### config.mk
export PLATFORM = sky130hd
export DESIGN_NAME = uart_fifo_ctl
export DESIGN_NICKNAME = d
export VERILOG_FILES = /design/src/rtl/uart_fifo_pkg.sv /design/src/rtl/ufc_sync_fifo.sv /design/src/rtl/ufc_err_tally.sv /design/src/rtl/ufc_thre_irq.sv /design/src/rtl/uart_fifo_ctl.sv
export SDC_FILE = /design/constraint.sdc
export NUM_CORES = 1
export LEC_CHECK = 0
export ABC_AREA = 0
export BUFFER_PORTS_ARGS = -buffer_cell sky130_fd_sc_hd__buf_2
export CAP_MARGIN = 20
export CORE_ASPECT_RATIO = 1.2
export CORE_UTILIZATION = 55
export DETAILED_ROUTE_END_ITERATION = 7
export GPL_TIMING_DRIVEN = 1
export PLACE_DENSITY = 0.79
export REMOVE_ABC_BUFFERS = 1
export SLEW_MARGIN = 40
export SYNTH_ARGS = -nofsm -noshare
export SYNTH_HDL_FRONTEND = slang
export SYNTH_HIERARCHICAL = 1
export SYNTH_SLANG_ARGS = --single-unit
### constraint.sdc
create_clock -name clk -period 2.8 [get_ports clk]
set_clock_uncertainty 0.05 [all_clocks]
set_input_delay 0.56 -clock clk [delete_from_list [all_inputs] [get_ports clk]]
set_output_delay 0.56 -clock clk [all_outputs]
set_load 0.01 [all_outputs]
### src/rtl/uart_fifo_pkg.sv
package uart_fifo_pkg;

  localparam int unsigned CHAR_W = 8;

  typedef enum logic [1:0] {
    TRIG_1  = 2'b00,
    TRIG_4  = 2'b01,
    TRIG_8  = 2'b10,
    TRIG_14 = 2'b11
  } rx_trig_e;

  typedef struct packed {
    logic              err;
    logic [CHAR_W-1:0] data;
  } rx_entry_t;

  // Receive threshold in bytes for each trigger code.
  function automatic int unsigned trig_bytes(input rx_trig_e code);
    case (code)
      TRIG_1:  return 1;
      TRIG_4:  return 4;
      TRIG_8:  return 8;
      default: return 14;
    endcase
  endfunction

endpackage

### src/rtl/ufc_sync_fifo.sv
module ufc_sync_fifo #(
  parameter int unsigned W     = 8,
  parameter int unsigned DEPTH = 16,
  localparam int unsigned AW   = (DEPTH > 1) ? $clog2(DEPTH) : 1,
  localparam int unsigned CW   = $clog2(DEPTH + 1)
) (
  input  logic          clk,
  input  logic          rst_n,
  input  logic          one_deep,
  input  logic          flush,
  input  logic          push,
  input  logic [W-1:0]  din,
  input  logic          pop,
  output logic [W-1:0]  dout,
  output logic [CW-1:0] count,
  output logic          empty,
  output logic          full,
  output logic          push_ok,
  output logic          pop_ok
);

  logic [W-1:0]  mem [DEPTH];
  logic [AW-1:0] wr_q, wr_d, rd_q, rd_d;
  logic [CW-1:0] cnt_q, cnt_d;

  assign empty = (cnt_q == '0);
  assign full  = one_deep ? !empty : (cnt_q == CW'(DEPTH));
  assign count = cnt_q;
  assign dout  = mem[rd_q];

  always_comb begin
    push_ok = push && !full;
    pop_ok  = pop && !empty;
    wr_d    = wr_q;
    rd_d    = rd_q;
    cnt_d   = cnt_q;
    if (flush) begin
      wr_d  = '0;
      rd_d  = '0;
      cnt_d = '0;
    end else begin
      if (push_ok) wr_d = (wr_q == AW'(DEPTH - 1)) ? '0 : wr_q + 1'b1;
      if (pop_ok)  rd_d = (rd_q == AW'(DEPTH - 1)) ? '0 : rd_q + 1'b1;
      case ({push_ok, pop_ok})
        2'b10:   cnt_d = cnt_q + 1'b1;
        2'b01:   cnt_d = cnt_q - 1'b1;
        default: cnt_d = cnt_q;
      endcase
    end
  end

  always_ff @(posedge clk or negedge rst_n) begin
    if (!rst_n) begin
      wr_q  <= '0;
      rd_q  <= '0;
      cnt_q <= '0;
    end else begin
      wr_q  <= wr_d;
      rd_q  <= rd_d;
      cnt_q <= cnt_d;
    end
  end

  always_ff @(posedge clk) begin
    if (push_ok && !flush) mem[wr_q] <= din;
  end

  p_cap_bound_r6: assert property (@(posedge clk) disable iff (!rst_n)
    cnt_q <= CW'(DEPTH));
  p_flush_empties_r4: assert property (@(posedge clk) disable iff (!rst_n)
    flush |=> empty);
  p_full_drops_r6: assert property (@(posedge clk) disable iff (!rst_n)
    (push && full && !pop && !flush) |=> $stable(cnt_q));
  p_empty_pop_r12: assert property (@(posedge clk) disable iff (!rst_n)
    (pop && empty && !push && !flush) |=> empty);

endmodule

### src/rtl/ufc_err_tally.sv
module ufc_err_tally #(
  parameter int unsigned CW = 5
) (
  input  logic          clk,
  input  logic          rst_n,
  input  logic          clr,
  input  logic          inc,
  input  logic          dec,
  output logic [CW-1:0] tally
);

  logic [CW-1:0] tally_q, tally_d;

  always_comb begin
    tally_d = tally_q;
    if (clr)              tally_d = '0;
    else if (inc && !dec) tally_d = tally_q + 1'b1;
    else if (dec && !inc) tally_d = tally_q - 1'b1;
  end

  always_ff @(posedge clk or negedge rst_n) begin
    if (!rst_n) tally_q <= '0;
    else        tally_q <= tally_d;
  end

  assign tally = tally_q;

  p_tally_flush_r10: assert property (@(posedge clk) disable iff (!rst_n)
    clr |=> (tally_q == '0));

endmodule

### src/rtl/ufc_thre_irq.sv
module ufc_thre_irq (
  input  logic clk,
  input  logic rst_n,
  input  logic thre,
  input  logic enable,
  input  logic clr_rd,
  input  logic clr_wr,
  output logic irq
);

  logic pend_q, pend_d;
  logic thre_q, en_q;
  logic set_evt;

  always_comb begin
    set_evt = (thre && !thre_q) || (enable && !en_q && thre);
    pend_d  = pend_q;
    if (clr_rd || clr_wr) pend_d = 1'b0;
    else if (set_evt)     pend_d = 1'b1;
  end

  always_ff @(posedge clk or negedge rst_n) begin
    if (!rst_n) begin
      pend_q <= 1'b0;
      thre_q <= 1'b1;
      en_q   <= 1'b0;
    end else begin
      pend_q <= pend_d;
      thre_q <= thre;
      en_q   <= enable;
    end
  end

  assign irq = pend_q && enable;

  p_id_read_clears_r9: assert property (@(posedge clk) disable iff (!rst_n)
    clr_rd |=> !pend_q);
  p_no_irq_disabled_r9: assert property (@(posedge clk) disable iff (!rst_n)
    !enable |-> !irq);

endmodule

### src/rtl/uart_fifo_ctl.sv
module uart_fifo_ctl
  import uart_fifo_pkg::*;
#(
  parameter int unsigned DATA_W = CHAR_W,
  parameter int unsigned DEPTH  = 16,
  localparam int unsigned CW    = $clog2(DEPTH + 1),
  localparam int unsigned RX_W  = DATA_W + 1
) (
  input  logic              clk,
  input  logic              rst_n,
  input  logic              ctl_wr,
  input  logic [7:0]        ctl_wdata,
  input  logic              thr_wr,
  input  logic [DATA_W-1:0] thr_wdata,
  input  logic              rbr_rd,
  output logic [DATA_W-1:0] rbr_rdata,
  input  logic              iir_rd_thre,
  input  logic              ier_thre_en,
  input  logic              tsr_idle,
  output logic              tx_load,
  output logic [DATA_W-1:0] tx_data,
  input  logic              rx_push,
  input  logic [DATA_W-1:0] rx_data,
  input  logic              rx_err,
  output logic              lsr_thre,
  output logic              lsr_temt,
  output logic              lsr_fifo_err,
  output logic              rx_ready,
  output logic              rx_level_hit,
  output logic              thre_irq,
  output logic              fifo_mode,
  output logic              dma_mode,
  output logic [1:0]        rx_trig
);

  localparam int unsigned B_EN    = 0;
  localparam int unsigned B_RXCLR = 1;
  localparam int unsigned B_TXCLR = 2;
  localparam int unsigned B_DMA   = 3;
  localparam int unsigned B_TRIG  = 6;

  // Reset: asserted asynchronously, released on the clock.
  logic [1:0] rst_sync_q;
  logic       rst_core_n;
  always_ff @(posedge clk or negedge rst_n) begin
    if (!rst_n) rst_sync_q <= 2'b00;
    else        rst_sync_q <= {rst_sync_q[0], 1'b1};
  end
  assign rst_core_n = rst_sync_q[1];

  // Control byte.
  logic       fen_q, fen_d, dma_q, dma_d;
  rx_trig_e   trig_q, trig_d;
  logic       mode_flip, rx_flush, tx_flush;
  logic       unused_ctl_bits;
  assign unused_ctl_bits = ^ctl_wdata[5:4];

  always_comb begin
    fen_d     = fen_q;
    dma_d     = dma_q;
    trig_d    = trig_q;
    mode_flip = ctl_wr && (ctl_wdata[B_EN] != fen_q);
    rx_flush  = mode_flip || (ctl_wr && ctl_wdata[B_EN] && ctl_wdata[B_RXCLR]);
    tx_flush  = mode_flip || (ctl_wr && ctl_wdata[B_EN] && ctl_wdata[B_TXCLR]);
    if (ctl_wr) begin
      fen_d = ctl_wdata[B_EN];
      if (ctl_wdata[B_EN]) begin
        dma_d  = ctl_wdata[B_DMA];
        trig_d = rx_trig_e'(ctl_wdata[B_TRIG +: 2]);
      end
    end
  end

  always_ff @(posedge clk or negedge rst_core_n) begin
    if (!rst_core_n) begin
      fen_q  <= 1'b0;
      dma_q  <= 1'b0;
      trig_q <= TRIG_1;
    end else begin
      fen_q  <= fen_d;
      dma_q  <= dma_d;
      trig_q <= trig_d;
    end
  end

  // Transmit side.
  logic [CW-1:0] tx_count;
  logic          tx_empty, tx_full, tx_push_ok, tx_pop_ok;

  ufc_sync_fifo #(.W(DATA_W), .DEPTH(DEPTH)) u_tx_fifo (
    .clk(clk), .rst_n(rst_core_n), .one_deep(!fen_q), .flush(tx_flush),
    .push(thr_wr), .din(thr_wdata), .pop(tx_load), .dout(tx_data),
    .count(tx_count), .empty(tx_empty), .full(tx_full),
    .push_ok(tx_push_ok), .pop_ok(tx_pop_ok)
  );

  assign tx_load  = !tx_empty && tsr_idle;
  assign lsr_thre = tx_empty;
  assign lsr_temt = tx_empty && tsr_idle;

  // Receive side.
  rx_entry_t     rx_head;
  logic [CW-1:0] rx_count, err_tally;
  logic          rx_empty, rx_full, rx_push_ok, rx_pop_ok;
  logic [DATA_W-1:0] rdata_q, rdata_d;

  ufc_sync_fifo #(.W(RX_W), .DEPTH(DEPTH)) u_rx_fifo (
    .clk(clk), .rst_n(rst_core_n), .one_deep(!fen_q), .flush(rx_flush),
    .push(rx_push), .din({rx_err, rx_data}), .pop(rbr_rd), .dout(rx_head),
    .count(rx_count), .empty(rx_empty), .full(rx_full),
    .push_ok(rx_push_ok), .pop_ok(rx_pop_ok)
  );

  ufc_err_tally #(.CW(CW)) u_err_tally (
    .clk(clk), .rst_n(rst_core_n), .clr(rx_flush),
    .inc(rx_push_ok && rx_err), .dec(rx_pop_ok && rx_head.err),
    .tally(err_tally)
  );

  always_comb begin
    rdata_d = rdata_q;
    if (rx_pop_ok) rdata_d = rx_head.data;
  end

  always_ff @(posedge clk or negedge rst_core_n) begin
    if (!rst_core_n) rdata_q <= '0;
    else             rdata_q <= rdata_d;
  end

  assign rbr_rdata    = rdata_q;
  assign rx_ready     = !rx_empty;
  assign lsr_fifo_err = fen_q && (err_tally != '0);
  assign rx_level_hit = fen_q ? (rx_count >= CW'(trig_bytes(trig_q))) : !rx_empty;

  ufc_thre_irq u_thre_irq (
    .clk(clk), .rst_n(rst_core_n), .thre(lsr_thre), .enable(ier_thre_en),
    .clr_rd(iir_rd_thre), .clr_wr(thr_wr), .irq(thre_irq)
  );

  assign fifo_mode = fen_q;
  assign dma_mode  = dma_q;
  assign rx_trig   = trig_q;

  p_temt_needs_thre_r8: assert property (@(posedge clk) disable iff (!rst_core_n)
    lsr_temt |-> lsr_thre);
  p_load_needs_idle_r7: assert property (@(posedge clk) disable iff (!rst_core_n)
    tx_load |-> tsr_idle);
  p_err_bit_unbuf_r10: assert property (@(posedge clk) disable iff (!rst_core_n)
    !fifo_mode |-> !lsr_fifo_err);
  p_tally_bound_r10: assert property (@(posedge clk) disable iff (!rst_core_n)
    err_tally <= rx_count);
  p_ctl_ignored_r2: assert property (@(posedge clk) disable iff (!rst_core_n)
    (ctl_wr && !ctl_wdata[B_EN] && !fifo_mode) |=> ($stable(dma_mode) && $stable(rx_trig)));
  p_empty_read_holds_r12: assert property (@(posedge clk) disable iff (!rst_core_n)
    (rbr_rd && !rx_ready) |=> $stable(rbr_rdata));
  p_unbuf_one_deep_r5: assert property (@(posedge clk) disable iff (!rst_core_n)
    !fifo_mode |-> (tx_count <= 1 && rx_count <= 1));

endmodule

==> reports/metrics.yaml <==
dp_cells: 1223
whs_path_depth: 1
total_leakage_power_uw: 0.00560
layoutNonFillerInstCount: 1291
io_pins: 61
slew_headroom_pct: 53.1
violations: "negative setup slack"
p_per_area_nw_per_um2: 865
dieArea_um2: 25300
post-dp-hpwl_mm: 17.6
rsz0062_at_grt: "true"
cts_tree: "built"
startpoint_type: "register"
worstSkewPairLatency_ns: 0.56
max_cap_violations: 0
drv_slew: 0
antenna_found_initial: 0
worstHoldStart: "ier_thre_en"
first_iter_violations: 615
max_freq_mhz: 336
hold_path_class: "input pin to register"
gp_congestion: 0.821
via_per_inst: 5.86
critPathRequiredTime_ns: 2.19
portBuffers: 58
tightest_slew_ns: 0.704
synth.avg_cell_area_um2: 16.8
cts_made_buffers: 31
hold_slack_ns: 0.0880
clk_path_buf_depth: 3
insertedDiodeCount: 0
fp.dieH_um: 174
path_cells: "buf_12, mux4_2, mux4_2, buf_2"
synth_warnings: 6
first_global_vias: 7797
drive_above_1_share_pct: 31.0
die_w_um: 145
dr_total_vias: 7565
reg2reg_setup_slack_ns: 0.05
layout_min_cycle_time_ns: 2.97
endpoint_kind: "output pin"
grt-ovfl-total: 0
dr.pass1.iters: 8
path_clk_slew_ns: 0.06
finalCritPeriodShare_pct: 106
max_stage_delay_ns: 0.54
wl_mm: 26.6
crit_arrival_ns: 2.36
syn_area_um2: 13600
outcome: "finished, violations left"
crit_type: "register to output pin"
cts_root_buf: "clkbuf_16"
worst-r2r-cell-count: 10
vdd_drop_max_mv: 0.558
rows: 62
grt_max_degree: 37
grtUsageTotal_pct: 21.6
htree_levels: 1
grt_pass1_wl_mm: 42.6
crit_fanout: 18
start_util_pct: 56.4
hold-path-endpoint: "u_thre_irq/en_q$_DFF_PN0_"
finalNetCount: 1003
hold_violations: 0
setup_viol: 8
critPathSlowestCell: "mux4_2"
ant_nets: 0
fin_ws_ns: -0.172
synth_cells: 810
remaining_drc_errors: 0
cts_sinks: 320
cpMostUsedCell: "mux4_2"
design.core.area_um2: 24000
wl_per_cell_um: 20.6
r2r-end: "u_err_tally/tally[2]$_DFFE_PN0P_"
crit-reg2reg-launch: "u_rx_fifo/rd_q[0]$_DFFE_PN0P_"
synthToLayoutAreaGrowth_pct: 17.1
## critical path: cells and delay by family (launching register included)
kind / cells / cell delay [ns]
flops: 1 / 0.41
buf+inv: 2 / 0.36
mux: 2 / 1.03
## flip-flops by register name, indices dropped and copies added, names as in the netlist
| register | cells |
|---|---|
| rbr_rdata | 8 |
| u_rx_fifo/count | 5 |
| u_rx_fifo/rd_q | 4 |
| u_thre_irq/thre_q | 1 |
| fifo_mode | 1 |
| u_tx_fifo/rd_q | 4 |
| u_rx_fifo/mem | 144 |
| u_thre_irq/pend_q | 1 |
| u_tx_fifo/count | 5 |
| u_tx_fifo/wr_q | 4 |
| rx_trig | 2 |
| u_err_tally/tally | 5 |
| u_thre_irq/en_q | 1 |
| dma_mode | 1 |
| u_rx_fifo/wr_q | 4 |
| rst_sync_q | 2 |
| u_tx_fifo/mem | 128 |
## cell usage in the layout, fill, tap and decap left out, types with 4 or more instances in the layout
cell type / n
buf_12: 4
nand3_1: 9
inv_1: 15
xnor2_1: 8
clkbuf_1: 14
xor2_1: 8
nor2b_1: 6
ha_1: 18
a21oi_1: 25
a31oi_1: 7
o21ai_0: 25
clkbuf_16: 31
buf_4: 79
mux2_2: 19
a22oi_1: 10
nand2b_1: 12
nand2_1: 36
buf_6: 8
nor2_1: 56
a221oi_1: 9
mux2i_1: 33
edfxtp_1: 272
and2_1: 6
mux4_2: 58
buf_2: 52
nor3_1: 10
dfrtp_1: 44
## power by group
group | internal [uW] | switching, uW | total [uW]
Sequential | 5510 | 264 | 5770
Combinational | 2100 | 2040 | 4140
Clock | 2100 | 1720 | 3820
## how the worst max path moves through the flow
stage                                              from                                to  slack, ns  cells past startpoint
after floorplan           u_rx_fifo/rd_q[0]$_DFFE_PN0P_  u_err_tally/tally[4]$_DFFE_PN0P_      -1.54                      9
after global placement    u_rx_fifo/rd_q[0]$_DFFE_PN0P_  u_err_tally/tally[4]$_DFFE_PN0P_      -0.04                     11
after detailed placement  u_rx_fifo/rd_q[0]$_DFFE_PN0P_  u_err_tally/tally[4]$_DFFE_PN0P_      -0.10                     11
after CTS                 u_tx_fifo/rd_q[0]$_DFFE_PN0P_                        tx_data[1]      -0.23                      4
after global routing      u_tx_fifo/rd_q[0]$_DFFE_PN0P_                        tx_data[1]      -0.25                      4
final                     u_tx_fifo/rd_q[0]$_DFFE_PN0P_                        tx_data[1]      -0.17                      4
## metrics by stage
step	setup TNS [ns]	utilization (%)	total power, uW	instance area (um^2)	setup slack, ns
global placement	-0.0435	61.1	9520	14700	-0.0386
global route	-1.89	66.0	14400	15900	-0.254
finish	-1.19	66.0	13700	15900	-0.172
CTS	-1.52	65.2	13600	15700	-0.232
detailed placement	-0.289	61.1	9660	14700	-0.100
floorplan	-19.78	-	8430	13400	-1.54
## final cells by class
cell class,instances,area (um^2)
flip-flops and latches,320,9380
fillers,1644,8170
multi-input cells,434,4090
repair buffers,144,1030
clock buffers,46,842
well taps,320,400
clock inverters,12,88.8
inverters,15,56.3
## timing repair
action / 4_1_cts / 5_1_grt
setup endpoints to repair: 21 / 68
setup buffers: 2 / 8
resized for setup: 10 / 26
pin swaps: 0 / 10
hold endpoints to repair: 2 / 0
hold buffers: 1 / 0
## metal layers
| layer | global-route usage (%) | part of all wire, % | vias to the layer above | wire length (um) |
|---|---|---|---|---|
| met5 | 0 | 0 | - | 0 |
| met4 | 6.18 | 2.1 | 0 | 569 |
| met3 | 2.55 | 3.4 | 40 | 918 |
| met2 | 39.8 | 55 | 175 | 14500 |
| met1 | 26.9 | 40 | 3888 | 10600 |
| li1 | - | - | 3462 | - |
(Power assumes the default switching activity.)
